`src/rtl/zs_pkg.sv`:
```
package zs_pkg;

   // Bits needed for a channel index, never less than one.
   function automatic int idx_bits(input int n);
      return (n <= 2) ? 1 : $clog2(n);
   endfunction

endpackage

```
`src/rtl/zs_bx_counter.sv`:
```
module zs_bx_counter #(
   parameter int BXW = 12
) (
   input  logic           clk,
   input  logic           rst,
   output logic [BXW-1:0] bx_o
);

   localparam logic [BXW-1:0] BX_TOP = {BXW{1'b1}};

   always_ff @(posedge clk) begin
      if (rst) bx_o <= '0;
      else     bx_o <= bx_o + 1'b1;
   end

   // the counter rolls from its top value back to zero
   a_r3_wrap: assert property (@(posedge clk) disable iff (rst)
      (bx_o == BX_TOP) |=> (bx_o == '0));

endmodule

```
`src/rtl/zs_stage.sv`:
```
module zs_stage
   import zs_pkg::*;
#(
   parameter int NCH = 16,
   parameter int TW  = 4,
   parameter int BXW = 12,
   parameter int S   = 0
) (
   input  logic                                 clk,
   input  logic                                 rst,
   input  logic                                 live_i,
   input  logic                                 raw_i,
   input  logic [BXW-1:0]                       bx_i,
   input  logic [NCH-1:0]                       vld_i,
   input  logic [NCH*TW-1:0]                    time_i,
   input  logic [$clog2(NCH+1)-1:0]             ptr_i,
   input  logic [$clog2(NCH+1)-1:0]             cnt_i,
   input  logic [NCH*(idx_bits(NCH)+TW)-1:0]    ent_i,
   output logic                                 live_o,
   output logic                                 raw_o,
   output logic [BXW-1:0]                       bx_o,
   output logic [NCH-1:0]                       vld_o,
   output logic [NCH*TW-1:0]                    time_o,
   output logic [$clog2(NCH+1)-1:0]             ptr_o,
   output logic [$clog2(NCH+1)-1:0]             cnt_o,
   output logic [NCH*(idx_bits(NCH)+TW)-1:0]    ent_o
);

   localparam int CIW = idx_bits(NCH);
   localparam int EW  = CIW + TW;
   localparam int CW  = $clog2(NCH + 1);
   localparam logic [CIW-1:0] IDX = CIW'(S);

   logic                take;
   logic [NCH-1:0]      vld_n;
   logic [NCH*TW-1:0]   time_n;
   logic [NCH*EW-1:0]   ent_n;
   logic [CW-1:0]       ptr_n;
   logic [CW-1:0]       cnt_n;

   // Examine channel S: move it into the packed list when selected,
   // then retire it from the still-to-check registers.
   always_comb begin
      take   = raw_i | vld_i[S];
      ent_n  = ent_i;
      for (int k = 0; k < NCH; k++) begin
         if (take && (ptr_i == CW'(k)))
            ent_n[k*EW +: EW] = {IDX, time_i[S*TW +: TW]};
      end
      vld_n            = vld_i;
      vld_n[S]         = 1'b0;
      time_n           = time_i;
      time_n[S*TW +: TW] = '0;
      ptr_n  = ptr_i + CW'(take);
      cnt_n  = cnt_i + CW'(vld_i[S]);
   end

   always_ff @(posedge clk) begin
      if (rst) begin
         live_o <= 1'b0;
         raw_o  <= 1'b0;
         bx_o   <= '0;
         vld_o  <= '0;
         time_o <= '0;
         ptr_o  <= '0;
         cnt_o  <= '0;
         ent_o  <= '0;
      end else begin
         live_o <= live_i;
         raw_o  <= raw_i;
         bx_o   <= bx_i;
         vld_o  <= vld_n;
         time_o <= time_n;
         ptr_o  <= ptr_n;
         cnt_o  <= cnt_n;
         ent_o  <= ent_n;
      end
   end

   // hits counted so far never exceed entries written so far
   a_r4_cnt_within_ptr: assert property (@(posedge clk) disable iff (rst)
      live_o |-> (cnt_o <= ptr_o));

   // after stage S no more than S+1 entries can have been written
   a_r5_ptr_bound: assert property (@(posedge clk) disable iff (rst)
      live_o |-> (ptr_o <= CW'(S + 1)));

endmodule

```
`src/rtl/zs_compactor.sv`:
```
module zs_compactor
   import zs_pkg::*;
#(
   parameter int NCH = 16,
   parameter int TW  = 4,
   parameter int BXW = 12
) (
   input  logic                                 clk,
   input  logic                                 rst,
   input  logic                                 raw_mode,
   input  logic [NCH-1:0]                       hit_vld,
   input  logic [NCH*TW-1:0]                    hit_time,
   output logic                                 out_valid,
   output logic [BXW-1:0]                       out_bx,
   output logic                                 out_suppressed,
   output logic [$clog2(NCH+1)-1:0]             out_count,
   output logic [NCH*(idx_bits(NCH)+TW)-1:0]    out_entries
);

   localparam int CIW = idx_bits(NCH);
   localparam int EW  = CIW + TW;
   localparam int CW  = $clog2(NCH + 1);

   generate
      if (NCH < 2) begin : g_bad_nch
         $error("zs_compactor: NCH must be at least 2");
      end
      if (TW < 1) begin : g_bad_tw
         $error("zs_compactor: TW must be at least 1");
      end
      if (BXW < 2) begin : g_bad_bxw
         $error("zs_compactor: BXW must be at least 2");
      end
   endgenerate

   logic [BXW-1:0] bx_now;

   zs_bx_counter #(.BXW(BXW)) u_bx (
      .clk  (clk),
      .rst  (rst),
      .bx_o (bx_now)
   );

   // Chain links: index 0 is the block input, index NCH the final record.
   logic                 c_live [NCH+1];
   logic                 c_raw  [NCH+1];
   logic [BXW-1:0]       c_bx   [NCH+1];
   logic [NCH-1:0]       c_vld  [NCH+1];
   logic [NCH*TW-1:0]    c_time [NCH+1];
   logic [CW-1:0]        c_ptr  [NCH+1];
   logic [CW-1:0]        c_cnt  [NCH+1];
   logic [NCH*EW-1:0]    c_ent  [NCH+1];

   assign c_live[0] = 1'b1;
   assign c_raw[0]  = raw_mode;
   assign c_bx[0]   = bx_now;
   assign c_vld[0]  = hit_vld;
   assign c_time[0] = hit_time;
   assign c_ptr[0]  = '0;
   assign c_cnt[0]  = '0;
   assign c_ent[0]  = '0;

   generate
      for (genvar s = 0; s < NCH; s++) begin : g_stage
         zs_stage #(.NCH(NCH), .TW(TW), .BXW(BXW), .S(s)) u_st (
            .clk    (clk),
            .rst    (rst),
            .live_i (c_live[s]),
            .raw_i  (c_raw[s]),
            .bx_i   (c_bx[s]),
            .vld_i  (c_vld[s]),
            .time_i (c_time[s]),
            .ptr_i  (c_ptr[s]),
            .cnt_i  (c_cnt[s]),
            .ent_i  (c_ent[s]),
            .live_o (c_live[s+1]),
            .raw_o  (c_raw[s+1]),
            .bx_o   (c_bx[s+1]),
            .vld_o  (c_vld[s+1]),
            .time_o (c_time[s+1]),
            .ptr_o  (c_ptr[s+1]),
            .cnt_o  (c_cnt[s+1]),
            .ent_o  (c_ent[s+1])
         );
      end
   endgenerate

   assign out_valid      = c_live[NCH];
   assign out_bx         = c_bx[NCH];
   assign out_suppressed = c_live[NCH] & ~c_raw[NCH];
   assign out_count      = c_cnt[NCH];
   assign out_entries    = c_ent[NCH];

   // a record never reports more hits than there are channels
   a_r4_count_bound: assert property (@(posedge clk) disable iff (rst)
      out_valid |-> (out_count <= CW'(NCH)));

   // consecutive records carry consecutive crossing tags
   a_r2_bx_step: assert property (@(posedge clk) disable iff (rst)
      (out_valid && $past(out_valid)) |-> (out_bx == $past(out_bx) + 1'b1));

   // suppressed records hold exactly as many entries as hits
   a_r5_len_match: assert property (@(posedge clk) disable iff (rst)
      (out_valid && out_suppressed) |-> (c_ptr[NCH] == out_count));

   // bypass records fill every slot
   a_r8_raw_full: assert property (@(posedge clk) disable iff (rst)
      (out_valid && !out_suppressed) |-> (c_ptr[NCH] == CW'(NCH)));

   // every channel has been examined by the end of the chain
   a_r5_all_checked: assert property (@(posedge clk) disable iff (rst)
      out_valid |-> ((c_vld[NCH] == '0) && (c_time[NCH] == '0)));

   // packed entries appear in strictly ascending channel order
   always @(posedge clk) begin
      if (!rst && out_valid && out_suppressed) begin
         for (int k = 1; k < NCH; k++) begin
            if (CW'(k) < out_count) begin
               a_r5_ascending: assert (out_entries[k*EW+TW +: CIW] >
                                       out_entries[(k-1)*EW+TW +: CIW]);
            end
         end
      end
   end

endmodule

```
`config.mk`:
```
export PLATFORM = sky130hd
export DESIGN_NAME = zs_compactor
export DESIGN_NICKNAME = d
export VERILOG_FILES = /design/src/rtl/zs_pkg.sv /design/src/rtl/zs_bx_counter.sv /design/src/rtl/zs_stage.sv /design/src/rtl/zs_compactor.sv
export SDC_FILE = /design/constraint.sdc
export NUM_CORES = 2
export LEC_CHECK = 0
export ABC_CLOCK_PERIOD_IN_PS = 2140
export BUFFER_PORTS_ARGS = -buffer_cell sky130_fd_sc_hd__buf_2
export CAP_MARGIN = 5
export CELL_PAD_IN_SITES_DETAIL_PLACEMENT = 0
export CELL_PAD_IN_SITES_GLOBAL_PLACEMENT = 1
export CORE_ASPECT_RATIO = 2
export CORE_MARGIN = 2
export CORE_UTILIZATION = 49
export CTS_CLUSTER_SIZE = 40
export DETAILED_ROUTE_END_ITERATION = 8
export GPL_ROUTABILITY_DRIVEN = 0
export PLACE_DENSITY_LB_ADDON = 0.1
export SYNTH_ARGS = -nofsm -noshare
export SYNTH_HDL_FRONTEND = slang
export SYNTH_SLANG_ARGS = --single-unit
```
`constraint.sdc`:
```
create_clock -name clk -period 2.14 [get_ports clk]
set_clock_uncertainty 0.2 [all_clocks]
set_input_delay 0.214 -clock clk [delete_from_list [all_inputs] [get_ports clk]]
set_output_delay 0.214 -clock clk [all_outputs]
set_load 0.02 [all_outputs]
```
==> metrics.txt <==
final worst-path setup slack -0.233 ns; worst hold path stage count 5; Row Count 209; part of the Yosys area used for sequential elements 62.5%; detailed-routed wire length on met3 4530 microns; count of TritonRoute iterations in the first routing pass 5; routed metal-1 wirelength 60600 microns; largest voltage drop on the vdd net 0.725 mV; hold path startpoint raw_mode; routed wire length on met2 95200 microns; share of the cycle needed by the critical path after routing 111%; die extent in y 575 microns; switching power as a share of total power 20.0%; Total Routed Length 172000 microns; most common cell after layout, fill and taps aside dfxtp_1; pin count of the biggest net entering global routing 195; cells after synthesis 7426; leakage dissipation 0.0405 uW; final global-route overflow total 0; synthesis-to-finish area growth 16.2%; Final Core Density 57.3%; floorplan die width 290 microns; placed wire-length estimate after detailed placement 125000 microns; number of synthesized register bits 2494; Switching Power 17400 uW; final hold viol count 0; total global routing track utilization 20.5%; endpoint of the most critical register-to-register path g_stage[12].u_st.ent_o[88]; Worst setup EP type flop; clock network fraction of design power 44.3%; kind of start point of the critical path flop; highest fanout seen on the critical path 7; effective utilization at floorplan 49.3%; Layout Nets 7916; Root Driver clkbuf_16; critical path data arrival time 2.94 ns; total standard cell area after synthesis 0.0799 sq mm; violations in the final reports negative setup slack; setup total negative slack -0.323 ns; number of placed instances with taps included 9482; worst max-slew margin expressed relative to the limit 15.8%; highest layer used for signal routing met4; Setup CP Type flop to flop; count of max-cap constraint violations 0; ports placed on the boundary 230; Sequential Power Share 53.7%; Unique masters post-synth 58; slew at the pin closest to its max-slew limit 1.25 ns; final non-filler cell total 10100; synthesized net count 7567; Max Slew Vio Count 0; worst min-delay path endpoint g_stage[0].u_st.ptr_o[0]; final setup violation count 2; Design Power 87000 uW; remaining routing DRC violations 0; total clock buffers created by CTS 212; total number of vias 47200; setup slack on the worst flop-to-flop path -0.23 ns; most frequent cells in the layout dfxtp_1 (2493), nor2b_1 (908), nand2_1 (705), mux2i_1 (664), a21oi_1 (416); Pint 69700 uW; total number of yosys warnings 0; Post CTS Setup Buffer Count 0; hold crit path type primary input to flop; outcome finished, violations left; Bufs on Longest Clock Path 4; areal power density over the cells 937 mW/mm^2; final worst path period need 2.37 ns; global-route wire length before repair 268000 microns; Buffers on Ports 229; post-DR wirelength/cell 17.1 microns; detail-routed via count per cell 4.70; required time at the endpoint of the critical path 2.70 ns; Total Die Area 0.167 sq mm; Post-Place Setup Slack -0.0885 ns; r2r startpoint g_stage[11].u_st.vld_o[12]; Final ANT Viol Nets 0; clock sink count 2494; fmax 421 MHz; Syn Area/Cell 10.8 sq um; CTS tree yes; start point of the critical path g_stage[11].u_st.vld_o[12]; Std-Cell Core Area 0.162 sq mm; vias in the first global route 48100; unrepaired setup endpoints after global routing yes; Clk Latency, worst-skew pair 0.82 ns; cell depth of the worst flop-to-flop path 4; H-Tree Depth 4; share of cells above drive strength 1 13.6%; DR iter-0 viols 1957; combinational group share of total power 1.9%; Clock Pin Slew Worst Setup and Hold Paths 0.07 ns; number of antenna violations at the first check in global routing 1
per-layer routing:
layer / vias to the layer above / global-route usage, %
met5: - / 0
met4: 0 / 12.9
met3: 491 / 2.30
met2: 938 / 40.6
met1: 21400 / 19.5
li1: 24400 / -
synth_stat cells, drive strengths merged:
library cell / number / share of area [%]
o211ai: 1 / 0.0094
ha: 58 / 0.91
mux2: 4 / 0.056
nor3: 46 / 0.34
nand4b: 21 / 0.28
nand4bb: 4 / 0.056
o21bai: 11 / 0.12
xnor2: 29 / 0.32
and3b: 3 / 0.033
or4: 20 / 0.20
clkinv: 3 / 0.014
or3b: 3 / 0.033
or2: 14 / 0.11
mux2i: 664 / 8.3
o211a: 4 / 0.050
dfxtp: 2494 / 62
nand2b: 45 / 0.35
a21oi: 416 / 2.6
nor4b: 2 / 0.038
and3: 209 / 1.6
buf: 368 / 2.8
and4: 3 / 0.033
and2: 30 / 0.23
inv: 400 / 1.9
nand4: 54 / 0.66
nand3b: 11 / 0.14
nor2b: 908 / 7.1
nand3: 141 / 0.91
nor4: 76 / 0.63
or3: 27 / 0.21
a31o: 68 / 0.74
nand2: 705 / 3.3
nor3b: 33 / 0.31
nor2: 157 / 0.74
xor2: 43 / 0.47
o21ba: 14 / 0.18
o21ai: 36 / 0.23
clkbuf: 275 / 1.3
o21a: 26 / 0.24
stage by stage:
stage,area [sq um],hold slack [ns]
floorplan,79900,0.136
global placement,83800,0.216
detailed placement,83800,0.218
CTS,92900,0.0404
global route,92900,0.131
finish,92900,0.0958
flip-flops by register name (all words and copies together), names as in the netlist:
name / cells
g_stage.u_st.ent_o: 1524
g_stage.u_st.time_o: 480
g_stage.u_st.bx_o: 192
g_stage.u_st.vld_o: 120
g_stage.u_st.cnt_o: 70
g_stage.u_st.ptr_o: 64
g_stage.u_st.live_o: 16
g_stage.u_st.raw_o: 16
u_bx.bx_o: 12
power groups by stage:
stage               Sequential, uW  Combinational, uW  Clock [uW]
floorplan                    47800                956           0
global route                 46800               1840       41400
global placement             47800               1400           0
detailed placement           47800               1420           0
CTS                          46800               1680       39600
finish                       46800               1670       38600
worst max-delay path by stage:
stage,cells past startpoint,to
6_report,4,g_stage[12].u_st.ent_o[88]
5_1_grt,4,g_stage[12].u_st.ent_o[88]
4_1_cts,4,g_stage[12].u_st.ent_o[89]
3_5_place_dp,4,g_stage[12].u_st.ent_o[88]
3_3_place_gp,6,g_stage[12].u_st.ent_o[89]
2_1_floorplan,5,g_stage[9].u_st.ent_o[112]
critical path: stages (launching register included):
cell,delay (ns)
dfxtp_1,0.47
o21bai_1,0.21
nor4_1,1.07
buf_4,0.25
a31o_2,0.10
final cells by class:
| class | instances | area [sq um] |
|---|---|---|
| flip-flops and latches | 2494 | 49900 |
| multi-input cells | 3886 | 25300 |
| well taps | 2110 | 2640 |
| clock inverters | 62 | 810 |
| diodes | 1 | 2.50 |
| clock buffers | 318 | 6320 |
| inverters | 403 | 1520 |
| fillers | 14000 | 69300 |
| repair buffers | 778 | 6390 |
logic make-up after synthesis:
| family | count (synthesis) | share of synthesized area [%] |
|---|---|---|
| and+or+nand+nor | 2512 | 17.4 |
| DFF | 2494 | 62.5 |
| buffers and inverters | 1046 | 5.95 |
| muxes | 668 | 8.37 |
| AOI/OAI and AO/OA | 576 | 4.18 |
| xor gates and xnor gates | 72 | 0.789 |
| adders and majority gates | 58 | 0.908 |
timing repair:
| item | 4_1_cts | 5_1_grt |
|---|---|---|
| resized for setup | 1 | 2 |
| endpoints found under the hold margin | 614 | 0 |
| setup endpoints to repair | 5 | 10 |
| pin swaps | 0 | 0 |
| hold buffers | 189 | 0 |
| cloned | 0 | 0 |
Power figures use the tool's default switching activity.
